File: config.mk
export PLATFORM = sky130hd
export DESIGN_NAME = i2c_tx_master
export DESIGN_NICKNAME = d
export VERILOG_FILES = /design/src/rtl/i2c_tx_pkg.sv /design/src/rtl/i2c_baud_tick.sv /design/src/rtl/i2c_tx_flags.sv /design/src/rtl/i2c_tx_master.sv
export SDC_FILE = /design/constraint.sdc
export NUM_CORES = 1
export LEC_CHECK = 0
export ABC_AREA = 1
export CAP_MARGIN = 20
export CORE_ASPECT_RATIO = 0.8
export CORE_UTILIZATION = 49
export DETAILED_ROUTE_END_ITERATION = 16
export GPL_ROUTABILITY_DRIVEN = 0
export PLACE_DENSITY = 0.82
export SLEW_MARGIN = 10
export SYNTH_ARGS = -nofsm -noshare
export SYNTH_HDL_FRONTEND = slang
export SYNTH_SLANG_ARGS = --single-unit
File: constraint.sdc
create_clock -name clk_i -period 1.55 [get_ports clk_i]
set_clock_uncertainty 0.15 [all_clocks]
set_input_delay 0.31 -clock clk_i [delete_from_list [all_inputs] [get_ports clk_i]]
set_output_delay 0.31 -clock clk_i [all_outputs]
set_load 0.05 [all_outputs]
File: src/rtl/i2c_tx_pkg.sv
package i2c_tx_pkg;
  typedef enum logic [2:0] {
    S_IDLE, S_HOLD, S_BIT_LO, S_BIT_HI, S_ACK_LO, S_ACK_HI, S_COND
  } tx_st_e;

  typedef enum logic [1:0] {C_START, C_RSTART, C_STOP} cond_e;

  // {scl_oe, sda_oe} driven in each step of a bus condition
  function automatic logic [1:0] cond_lines(cond_e c, logic [1:0] step);
    logic [1:0] r;
    r = 2'b00;
    case (c)
      C_START:  r = (step == 2'd0) ? 2'b01 : 2'b11;
      C_RSTART: case (step)
                  2'd0: r = 2'b10;
                  2'd1: r = 2'b00;
                  2'd2: r = 2'b01;
                  default: r = 2'b11;
                endcase
      C_STOP:   case (step)
                  2'd0: r = 2'b11;
                  2'd1: r = 2'b01;
                  default: r = 2'b00;
                endcase
      default:  r = 2'b00;
    endcase
    return r;
  endfunction

  function automatic logic [1:0] cond_last(cond_e c);
    case (c)
      C_START:  return 2'd1;
      C_RSTART: return 2'd3;
      default:  return 2'd2;
    endcase
  endfunction
endpackage

File: src/rtl/i2c_baud_tick.sv
module i2c_baud_tick #(
  parameter int DIV_W = 8
) (
  input  logic             clk_i,
  input  logic             rst_ni,
  input  logic             run_i,
  input  logic [DIV_W-1:0] div_i,
  output logic             tick_o
);
  logic [DIV_W-1:0] cnt_q;

  assign tick_o = run_i && (cnt_q == '0);

  always_ff @(posedge clk_i or negedge rst_ni) begin
    if (!rst_ni)                    cnt_q <= '0;
    else if (!run_i || cnt_q == '0) cnt_q <= div_i;
    else                            cnt_q <= cnt_q - 1'b1;
  end

  // with a nonzero divider, ticks are never back to back
  a_r3_tick_spacing: assert property (@(posedge clk_i) disable iff (!rst_ni)
    (tick_o && div_i != '0 && $stable(div_i)) |=> !tick_o);
endmodule

File: src/rtl/i2c_tx_flags.sv
module i2c_tx_flags (
  input  logic clk_i,
  input  logic rst_ni,
  input  logic bf_set_i,
  input  logic bf_clr_i,
  input  logic wcol_set_i,
  input  logic wcol_clr_i,
  input  logic irq_set_i,
  input  logic irq_clr_i,
  input  logic ack_ld_i,
  input  logic ack_line_i,
  output logic bf_o,
  output logic wcol_o,
  output logic irq_o,
  output logic ack_nack_o
);
  always_ff @(posedge clk_i or negedge rst_ni) begin
    if (!rst_ni) begin
      bf_o       <= 1'b0;
      wcol_o     <= 1'b0;
      irq_o      <= 1'b0;
      ack_nack_o <= 1'b0;
    end else begin
      if (bf_set_i)        bf_o <= 1'b1;
      else if (bf_clr_i)   bf_o <= 1'b0;
      if (wcol_set_i)      wcol_o <= 1'b1;
      else if (wcol_clr_i) wcol_o <= 1'b0;
      if (irq_set_i)       irq_o <= 1'b1;
      else if (irq_clr_i)  irq_o <= 1'b0;
      if (ack_ld_i)        ack_nack_o <= ack_line_i;
    end
  end

  a_r8_wcol_sticky: assert property (@(posedge clk_i) disable iff (!rst_ni)
    (wcol_o && !wcol_clr_i) |=> wcol_o);
  a_r6_ack_held: assert property (@(posedge clk_i) disable iff (!rst_ni)
    !ack_ld_i |=> $stable(ack_nack_o));
endmodule

File: src/rtl/i2c_tx_master.sv
module i2c_tx_master
  import i2c_tx_pkg::*;
#(
  parameter int DIV_W  = 8,
  parameter int DATA_W = 8
) (
  input  logic              clk_i,
  input  logic              rst_ni,
  input  logic [DIV_W-1:0]  div_i,
  input  logic              wr_i,
  input  logic [DATA_W-1:0] wdata_i,
  input  logic              start_i,
  input  logic              rstart_i,
  input  logic              stop_i,
  input  logic              clr_irq_i,
  input  logic              clr_wcol_i,
  input  logic              sda_i,
  output logic              scl_oe_o,
  output logic              sda_oe_o,
  output logic              bf_o,
  output logic              wcol_o,
  output logic              ack_nack_o,
  output logic              irq_o
);
  localparam int CNT_W = (DATA_W > 2) ? $clog2(DATA_W) : 1;
  localparam logic [CNT_W-1:0] LAST_BIT = CNT_W'(DATA_W - 1);

  tx_st_e            st_q;
  cond_e             cond_q;
  logic [1:0]        step_q;
  logic [DATA_W-1:0] sh_q;
  logic [CNT_W-1:0]  bit_q;
  logic              scl_oe_q, sda_oe_q;
  logic              tick, quiet, accept, collide, bf_clr, ack_ld, cond_done;

  assign quiet     = (st_q == S_IDLE) || (st_q == S_HOLD);
  assign accept    = quiet && wr_i;
  assign collide   = !quiet && wr_i;
  assign bf_clr    = (st_q == S_BIT_HI) && tick && (bit_q == LAST_BIT);
  assign ack_ld    = (st_q == S_ACK_HI) && tick;
  assign cond_done = (st_q == S_COND) && tick && (step_q == cond_last(cond_q));

  i2c_baud_tick #(.DIV_W(DIV_W)) u_baud (
    .clk_i (clk_i), .rst_ni(rst_ni), .run_i(!quiet), .div_i(div_i), .tick_o(tick)
  );

  i2c_tx_flags u_flags (
    .clk_i      (clk_i),
    .rst_ni     (rst_ni),
    .bf_set_i   (accept),
    .bf_clr_i   (bf_clr),
    .wcol_set_i (collide),
    .wcol_clr_i (clr_wcol_i),
    .irq_set_i  (ack_ld || cond_done),
    .irq_clr_i  (clr_irq_i),
    .ack_ld_i   (ack_ld),
    .ack_line_i (sda_i),
    .bf_o       (bf_o),
    .wcol_o     (wcol_o),
    .irq_o      (irq_o),
    .ack_nack_o (ack_nack_o)
  );

  always_ff @(posedge clk_i or negedge rst_ni) begin
    if (!rst_ni) begin
      st_q     <= S_IDLE;
      cond_q   <= C_START;
      step_q   <= '0;
      sh_q     <= '0;
      bit_q    <= '0;
      scl_oe_q <= 1'b0;
      sda_oe_q <= 1'b0;
    end else begin
      case (st_q)
        S_IDLE, S_HOLD: begin
          if (wr_i) begin
            sh_q     <= wdata_i;
            bit_q    <= '0;
            scl_oe_q <= 1'b1;
            sda_oe_q <= ~wdata_i[DATA_W-1];
            st_q     <= S_BIT_LO;
          end else if ((st_q == S_IDLE && start_i) ||
                       (st_q == S_HOLD && (stop_i || rstart_i))) begin
            // hold: stop outranks repeated start
            cond_q <= (st_q == S_IDLE) ? C_START : (stop_i ? C_STOP : C_RSTART);
            step_q <= '0;
            {scl_oe_q, sda_oe_q} <= cond_lines((st_q == S_IDLE) ? C_START :
                                     (stop_i ? C_STOP : C_RSTART), 2'd0);
            st_q   <= S_COND;
          end
        end
        S_BIT_LO: if (tick) begin
          scl_oe_q <= 1'b0;
          st_q     <= S_BIT_HI;
        end
        S_BIT_HI: if (tick) begin
          scl_oe_q <= 1'b1;
          if (bit_q == LAST_BIT) begin
            sda_oe_q <= 1'b0;
            st_q     <= S_ACK_LO;
          end else begin
            bit_q    <= bit_q + 1'b1;
            sh_q     <= sh_q << 1;
            sda_oe_q <= ~sh_q[DATA_W-2];
            st_q     <= S_BIT_LO;
          end
        end
        S_ACK_LO: if (tick) begin
          scl_oe_q <= 1'b0;
          st_q     <= S_ACK_HI;
        end
        S_ACK_HI: if (tick) begin
          scl_oe_q <= 1'b1;
          st_q     <= S_HOLD;
        end
        S_COND: if (tick) begin
          if (cond_done) begin
            st_q <= (cond_q == C_STOP) ? S_IDLE : S_HOLD;
          end else begin
            step_q <= step_q + 1'b1;
            {scl_oe_q, sda_oe_q} <= cond_lines(cond_q, step_q + 1'b1);
          end
        end
        default: st_q <= S_IDLE;
      endcase
    end
  end

  assign scl_oe_o = scl_oe_q;
  assign sda_oe_o = sda_oe_q;

  a_r2_accept_sets_bf: assert property (@(posedge clk_i) disable iff (!rst_ni)
    accept |=> (bf_o && scl_oe_o));
  a_r4_sda_stable_high: assert property (@(posedge clk_i) disable iff (!rst_ni)
    (st_q == S_BIT_HI && $past(st_q == S_BIT_HI)) |-> $stable(sda_oe_o));
  a_r5_bf_clear_in_ack: assert property (@(posedge clk_i) disable iff (!rst_ni)
    (st_q == S_ACK_LO || st_q == S_ACK_HI) |-> (!bf_o && !sda_oe_o));
  a_r7_hold_quiet: assert property (@(posedge clk_i) disable iff (!rst_ni)
    (st_q == S_HOLD && $past(st_q == S_HOLD)) |-> ($stable(scl_oe_o) && $stable(sda_oe_o)));
  a_r8_collide_keeps_byte: assert property (@(posedge clk_i) disable iff (!rst_ni)
    (collide && st_q == S_BIT_LO) |=> (st_q == S_BIT_LO || st_q == S_BIT_HI));
endmodule

== Yosys cells after proc, flatten, opt, wreduce, memory -nomap -nowiden ==
Index checks and enable logic that the tools add are counted.
Word-level totals
  flip-flop bits (word level): 31
  bits of input ports: 25
  output and inout port bits: 6
Cells by class
  add/subtract/negate cells: 3
  eq/ne operators: 28
  muxes and demuxes: 53
  bitwise gates (word level): 3
  reduce and logical (&&, ||, !) cells: 37
Operators by type and width (count)
  $mux 3: 12
  $ne 2x2->1 const B: 11
  $mux 7: 3
  $mux 1: 19
  $pmux 2 s3: 3
  $pmux 3 s6: 1
  $mux 2: 7
  $pmux 7 s2: 1
  $eq 3x3->1 const B: 4
  $pmux 2 s2: 3
  $logic_and 1x1->1: 10
  $reduce_and 5->1: 2
  $reduce_bool 2->1: 5
  $logic_not 8->1: 1
  $mux 8: 1
  $sub 8x1->8 const B: 1
  $reduce_and 7->1: 1
  $eq 2x1->1 const B: 3
  $eq 2x2->1 const B: 3
  $eq 3x2->1 const B: 2
  $logic_not 2->1: 3
  $pmux 3 s2: 1
  $reduce_and 6->1: 1
  $reduce_or 2->1: 3
  other kinds (16): 23

== Longest topological paths before layout ==
Gate-level depths: netlist of the first run.
  depth after elaboration: 9
  mapped depth: 11
  mapped depth without buffers: 11

== By module ==
Synthesis of the first run repeated with hierarchy kept, for this count alone.
Second synthesis, totals
  cell total of the unflattened synthesis: 277
  area total of the unflattened synthesis: 2187.1 um2
By module, submodules not included
  i2c_tx_master: times used 1, cells each 189, area an instance 1466.4 um2, seq. area each 475.5 um2
  i2c_baud_tick: times used 1, cells each 68, area an instance 560.5 um2, seq. area each 200.2 um2
  i2c_tx_flags: times used 1, cells each 20, area an instance 160.2 um2, seq. area each 100.1 um2

== Worst setup path before layout of the first run ==
OpenSTA, ideal clock, no wires.
  kind: register -> register
  from: register bit_q[0]
  to: register sh_q[1]
  arrival: 1.400 ns
  slack: -0.123 ns
  cell stages (with the launch flop): 10
  path buffers: 1
  path through: dfrtp_1 > ha_1 > ha_1 > nand3_1 > nand2_1 > nor2_1 > nand3_2 > buf_2 > nand2_1 > o31ai_2
Between the ends
  word-level cells in the longest chain between the ends: 3
RTL lines
  start: declaration: RTL line i2c_tx_master.sv:32  | logic [CNT_W-1:0] bit_q;
  start signal: assignment: RTL line i2c_tx_master.sv:102  | bit_q <= bit_q + 1'b1;
  $eq 3x3->1: RTL line i2c_tx_master.sv:98  | if (bit_q == LAST_BIT) begin
  $ne 2x2->1 (no line)
  $reduce_and 4->1 (no line)
  end signal: assignment: RTL line i2c_tx_master.sv:77  | sh_q <= wdata_i;
  end signal: assignment: RTL line i2c_tx_master.sv:103  | sh_q <= sh_q << 1;
  end: declaration: RTL line i2c_tx_master.sv:31  | logic [DATA_W-1:0] sh_q;
No other way between the ends.
A chain may end at the register's enable or synchronous reset.

== Worst setup path in the final report of the first run ==
  from: register bit_q[1]
  to: register sh_q[3]
Same word-level chain as after synthesis.

==> results of run 1 <==
-- synth_stat cells, drive strengths merged --
master	n	area, sq um
a21oi	3	15.0
a31oi	2	12.5
buf	5	42.5
clkbuf	1	5.00
clkinv	2	8.75
dfrtp	31	776
ha	5	62.6
inv	27	104
mux2	1	11.3
nand2	78	325
nand3	27	168
nand3b	1	7.51
nand4	1	6.26
nor2	42	203
nor3	2	10.0
o21ai	21	131
o221ai	1	8.76
o22ai	1	6.26
o31ai	6	75.1
or2	1	6.26
xnor2	2	17.5
xor2	2	17.5
-- cell families after synthesis --
kind of cell / synth area share
AOI/OAI and AO/OA: 0.123
DFF: 0.384
adders and majority gates: 0.0310
muxes: 0.00558
xor gates and xnor gates: 0.0174
and+or+nand+nor: 0.359
buffers and inverters: 0.0793
-- per-layer routing --
layer	share of wire	up-vias	global-route usage
met5	0	-	0
met4	0.043	0	0.0824
met3	0.069	45	0.0476
met2	0.50	139	0.502
met1	0.39	1072	0.354
li1	-	1032	-
-- power by group through the flow --
stage	registers [W]	logic, W	clock network, W
after floorplan	0.00154	0.00233	0
after global placement	0.00145	0.00352	0
after detailed placement	0.00146	0.00363	0
after CTS	0.00145	0.00408	0.000774
after global routing	0.00154	0.00534	0.000816
final	0.00151	0.00501	0.000789
-- flip-flops by register name (all words and copies together), names as in the netlist --
name	count
cond_q	2
sh_q	7
bit_q	3
u_flags.bf_o	1
u_baud.cnt_q	8
step_q	2
st_q	3
sda_oe_o	1
u_flags.irq_o	1
u_flags.ack_nack_o	1
u_flags.wcol_o	1
scl_oe_o	1
-- final cells by class --
class	count	area share
clock buffers	6	0.0215
clock inverters	1	0.00891
inverters	29	0.0367
multi-input cells	196	0.404
flip-flops and latches	31	0.231
well taps	55	0.0204
repair buffers	93	0.275
repair inverters	1	0.00223
-- worst max-delay path, delay by kind of cell, from the launching register on --
family | cells | cell delay [ns]
AND/OR/NAND/NOR | 4 | 0.42
buffers and inverters | 1 | 0.17
adder cells (fa/ha/maj) | 2 | 0.37
AO/OA/AOI/OAI | 1 | 0.20
flip-flops | 1 | 0.39
-- worst max-delay path by stage --
stage / depth (start not counted) / end / slack [ns]
after floorplan: 8 / sh_q[1] / -0.04
after global placement: 10 / st_q[0] / -0.28
after detailed placement: 10 / st_q[1] / -0.36
after CTS: 8 / sh_q[3] / -0.15
after global routing: 8 / sh_q[3] / -0.31
final: 8 / sh_q[3] / -0.25
-- layout by cell type, fill, tap and decap left out, types with 2 or more instances in the layout --
cell type | netlist | layout
a21oi_1 | 3 | 2
a31oi_1 | 2 | 2
buf_12 | 0 | 8
buf_4 | 2 | 46
buf_6 | 2 | 14
clkbuf_8 | 0 | 5
clkdlybuf4s50_1 | 0 | 24
dfrtp_1 | 31 | 28
dfrtp_2 | 0 | 3
ha_1 | 5 | 2
ha_4 | 0 | 2
inv_1 | 19 | 16
inv_2 | 7 | 8
inv_4 | 1 | 2
nand2_1 | 73 | 57
nand2_2 | 1 | 14
nand2_4 | 4 | 5
nand2_8 | 0 | 2
nand3_1 | 22 | 17
nand3_2 | 4 | 5
nand3_4 | 1 | 5
nor2_1 | 34 | 20
nor2_2 | 3 | 9
nor2_4 | 5 | 13
o21ai_0 | 8 | 5
o21ai_1 | 8 | 8
o21ai_2 | 4 | 7
o31ai_2 | 6 | 4
o31ai_4 | 0 | 2
xnor2_1 | 2 | 2
xor2_1 | 2 | 2
-- what timing repair did --
item	in CTS	in global routing
pin swaps	21	12
gates resized for setup	35	43
cloned	1	2
endpoints found under the hold margin	0	0
setup endpoints to repair	26	29
buffers inserted	14	8
-- metrics by stage --
stage / instance area, sq um / power [W] / hold slack (ns)
finish: 3370 / 0.00731 / 0.220
global route: 3370 / 0.00769 / 0.250
CTS: 3130 / 0.00630 / 0.234
detailed placement: 2800 / 0.00508 / 0.326
global placement: 2800 / 0.00496 / 0.322
floorplan: 2090 / 0.00387 / -0.136
==> flow_summary.toml, run 1 <==
[yosys]
synth_nets = 292
yosysSeqAreaShare = 0.384
ys_types = 36
synth_cells = 262
avgSynthCellArea_sq_um = 7.71
yosysWarningCount = 0
ys_ff_latch = 31
synth_area_sq_um = 2020

[final_layout]
drive_gt1_frac = 0.465
seqCellArea_sq_um = 779
area_delta_synth_final_pct = 67.0
layout.nets = 387
fillCellCount = 169
utilization = 0.869
multi_input_area_sq_um = 1360
stdcell_count = 412
antenna_cells = 0

[run_status]
outcome = "complete, but fails checks"
violations = "setup timing"

[global_route]
grt_start_max_net_pins = 32
grt-ovfl-total = 0
grt_pass1_wl_um = 9250
grt_antenna_before_repair = 0
grt_pass1_vias = 2130
gr-usage-all-layers = 0.283

[routing]
drt-initial-drc-count = 298
wl_um = 6950
wl_per_cell_um = 16.9
vias = 2288
post-route-drc-count = 0
first_pass_iters = 5
postRouteAntennaNets = 0
vias_per_cell = 5.55

[setup_path]
crit_type = "reg -> reg"
rrSetupSlack_ns = -0.25
start_kind = "flip-flop"
max_stage_delay_ns = 0.39
worstPathArrival_ns = 1.85
startpoint = "bit_q[1]"
reg2reg_from = "bit_q[1]"
slowest_stage = "dfrtp_1"
crit_chain = "ha_2 -> ha_4 -> nand3_2 -> nand2_2 -> nor2_4 -> nand3_4 -> buf_12 -> o31ai_4"
worst_ep_required_time_ns = 1.60
r2r-end = "sh_q[3]"
path_max_fanout = 10
ff2ff_path_depth = 8
cp-end-kind = "flip-flop"

[placement]
placed_cells = 383
place_ws_ns = -0.360
numPortBuffers = 30
hpwlAfterDp_um = 3550

[timing]
fin_setup_tns_ns = -4.18
worstMarginPinSlew_ns = 0.319
finalSetupViolCount = 28
period_share = 1.16
rsz0062_at_grt = "true"
worst_slack_ns = -0.253
min_period_ns = 1.80
slew_headroom = 0.785
max_freq_mhz = 555
drv_slew = 0
final_hold_viol_count = 0

[pwr]
switching_power_w = 0.00343
clkPwrFrac = 0.108
leakage_nw = 1.59
p_int_w = 0.00388
seqPwrFrac = 0.206
combPwrFrac = 0.686
p_per_area_nw_per_um2 = 2170
ir_drop_v = 0.00143
swShare = 0.469

[floorplan]
die_h_um = 59.4
fp.dieW_um = 73.8
row_count = 20
dieArea_sq_um = 4380
initial_core_util = 0.521
core-area_sq_um = 3880
io_pins = 31

[cts]
cts.reportedPaths.clkPinSlew_ns = 0.07
cts_hold_buf = 0
clk_path_buf_depth = 2
cts_sinks = 31
cts_tree = "built"
htreeDepth = 2
cts-root-buf = "clkbuf_8"
cts_inserted_buffers = 5
insertion_delay_ns = 0.29

[worst_hold_path]
hold_class = "in -> async"

[flow_run]
drv_cap = 0
(Power assumes the default switching activity.)
==> inputs of run 2 (changes only) <==
SYNTH_HIERARCHICAL = 1   (was default)
==> run 2 against run 1 <==
  * The flow still finishes with violations (setup timing)
  * Sequential power fell by 5%
  * Synthesized cell count rose by 5.7%
  * Non-clock buffer count fell by 13
  * Final cell count rose by 0.97%
  * Core utilization fell by 11 points
  * Die area rose by 8.0%
  * Critical path depth rose by 4
  * Worst setup slack got worse by 0.070 ns
  * Register-to-register slack got worse by 0.07 ns
  * Largest power group unchanged
==> flow_summary.toml, run 2 <==
[routing]
postRouteAntennaNets = 0
wl_per_cell_um = 13.1
vias = 2088
first_pass_iters = 5
post-route-drc-count = 0
vias_per_cell = 5.02
wl_um = 5440
drt-initial-drc-count = 148

[cts]
cts_hold_buf = 0
insertion_delay_ns = 0.29
cts-root-buf = "clkbuf_8"
cts_sinks = 31
clk_path_buf_depth = 2
htreeDepth = 2
cts_tree = "built"
cts.reportedPaths.clkPinSlew_ns = 0.07
cts_inserted_buffers = 5

[timing]
worst_slack_ns = -0.322
max_freq_mhz = 534
worstMarginPinSlew_ns = 0.330
final_hold_viol_count = 0
slew_headroom = 0.779
drv_slew = 0
period_share = 1.21
min_period_ns = 1.87
rsz0062_at_grt = "true"
finalSetupViolCount = 21

[pwr]
p_per_area_nw_per_um2 = 2050
swShare = 0.453
combPwrFrac = 0.637
leakage_nw = 1.62
clkPwrFrac = 0.145
seqPwrFrac = 0.218
ir_drop_v = 0.00144
switching_power_w = 0.00300
p_int_w = 0.00362
power_w = 0.00662

[yosys]
synth.largest_area_cell = "dfrtp_1"
synth_nets = 307
yosys-top-cells-area = "dfrtp_1 (35%), nand2_1 (15%), nand3_1 (5.0%), inv_1 (4.6%), o21ai_2 (4.0%)"
avgSynthCellArea_sq_um = 7.90
ys_types = 32
synth_top_area_share = 0.355
synth_area_sq_um = 2190
yosysMostFrequentCell = "nand2_1"
yosysSeqAreaShare = 0.355
synth_edf_count = 0
yosysWarningCount = 6
ys_top_cells_by_count = "nand2_1 (87), dfrtp_1 (31), inv_1 (27)"
synth_cells = 277
ys_ff_latch = 31
async_flop_share = 1.00
synth_ff_type = "dfrtp_1"

[global_route]
gr-usage-all-layers = 0.247
grt_pass1_wl_um = 8910
grt_antenna_before_repair = 0
grt_start_max_net_pins = 32
grt-ovfl-total = 0
grt_pass1_vias = 2040

[final_layout]
stdcell_count = 416
drive_gt1_frac = 0.409
layout.nets = 388
largest_register = "u_baud/cnt_q"
area_delta_synth_final_pct = 47.2
final_cell_mix = "nand2_1 (73), buf_4 (46), dfrtp_1 (28)"
reg_top3 = "u_baud/cnt_q x8, sh_q x7"
mostFrequentLayoutCell = "nand2_1"
antenna_cells = 0
largest_reg_flops = 8

[floorplan]
fp.dieW_um = 76.7
row_count = 21
die_h_um = 61.8
initial_core_util = 0.517
io_pins = 31
core-area_sq_um = 4230
dieArea_sq_um = 4740

[setup_path]
r2r-end = "step_q[1]"
worstPathArrival_ns = 1.90
ff2ff_path_depth = 12
start_kind = "flip-flop"
rrSetupSlack_ns = -0.32
reg2reg_from = "st_q[0]"
worst_ep_required_time_ns = 1.58
path_max_fanout = 5
crit_type = "reg -> reg"
cp-end-kind = "flip-flop"

[run_status]
violations = "setup timing"
outcome = "complete, but fails checks"

[flow_run]
drv_cap = 0

[placement]
placed_cells = 399
numPortBuffers = 30
hpwlAfterDp_um = 3900

[worst_hold_path]
hold_class = "in -> async"
-- run 2: changes by cell type in the layout (fill, tap and decap cells not counted), sizes merged, moves of 2 or more --
cell    change
a21oi       -2
o31ai       -6
nor2        -9
nand4       +4
clkinv      -2
o21ai       -6
buf        -12
inv         +7
nand2      +25
mux2i       +6
-- run 2: critical path: stages, from the launching register on --
cell,delay [ns]
dfrtp_2,0.42
nor2_4,0.06
nand2_4,0.08
nand2_4,0.05
inv_4,0.07
inv_4,0.04
nor3_4,0.23
nand2_2,0.10
nor2_4,0.13
nand4_4,0.14
buf_4,0.18
nand4_1,0.07
nand2_1,0.05
-- run 2: through the flow --
stage / area, sq um / utilization / TNS [ns] / worst slack [ns] / hold slack, ns
3_3_place_gp: 2930 / 0.694 / -5.00 / -0.324 / 0.314
5_1_grt: 3220 / 0.761 / -8.66 / -0.461 / 0.249
3_5_place_dp: 2930 / 0.694 / -6.53 / -0.403 / 0.317
6_report: 3220 / 0.761 / -5.58 / -0.322 / 0.232
2_1_floorplan: 2240 / - / -4.75 / -0.347 / -0.136
4_1_cts: 3150 / 0.745 / -5.82 / -0.331 / 0.238
-- run 2: kinds of logic after synthesis --
logic type,Yosys count,share of synthesized area
AOI/OAI and AO/OA,19,0.0635
xor gates and xnor gates,3,0.0120
adders and majority gates,5,0.0286
buffers and inverters,41,0.102
DFF,31,0.355
muxes,6,0.0275
and+or+nand+nor,172,0.411
-- run 2: worst max-delay path by stage --
| stage | start | to | slack, ns | cells past startpoint |
|---|---|---|---|---|
| 2_1_floorplan | st_q[2] | st_q[2] | -0.35 | 14 |
| 3_3_place_gp | u_baud/cnt_q[1] | st_q[2] | -0.32 | 11 |
| 3_5_place_dp | u_baud/cnt_q[1] | st_q[1] | -0.40 | 11 |
| 4_1_cts | st_q[1] | sh_q[1] | -0.33 | 12 |
| 5_1_grt | st_q[0] | sh_q[1] | -0.46 | 12 |
| 6_report | st_q[0] | step_q[1] | -0.32 | 12 |
-- run 2: timing repair --
| action | 4_1_cts | 5_1_grt |
|---|---|---|
| endpoints found under the setup margin | 30 | 30 |
| gates cloned | 1 | 0 |
| pin swaps | 16 | 2 |
| resized for setup | 17 | 9 |
| hold endpoints to repair | 0 | 0 |
| buffers inserted | 6 | 5 |
-- run 2: final cells by class --
class                      instances  area (sq um)
clock buffer                       6          72.6
clock inverter                     2          60.1
fill                             299          1010
sequential                        31           779
multi-input combinational        206          1320
tap                               57          71.3
inverter                          34           153
timing repair buffer              80           768
-- run 2: layer usage --
layer | global-route usage | vias up | routed length, um
li1 | - | 1041 | -
met1 | 0.297 | 965 | 2400
met2 | 0.441 | 69 | 2660
met3 | 0.0628 | 13 | 288
met4 | 0.0962 | 0 | 93
met5 | 0 | - | 0
-- run 2: power groups by stage --
stage | clock [W] | combinational, W | sequential (W)
floorplan | 0 | 0.00263 | 0.00149
global placement | 0 | 0.00371 | 0.00143
detailed placement | 0 | 0.00386 | 0.00145
CTS | 0.000970 | 0.00402 | 0.00144
global route | 0.00101 | 0.00458 | 0.00148
finish | 0.000960 | 0.00421 | 0.00144
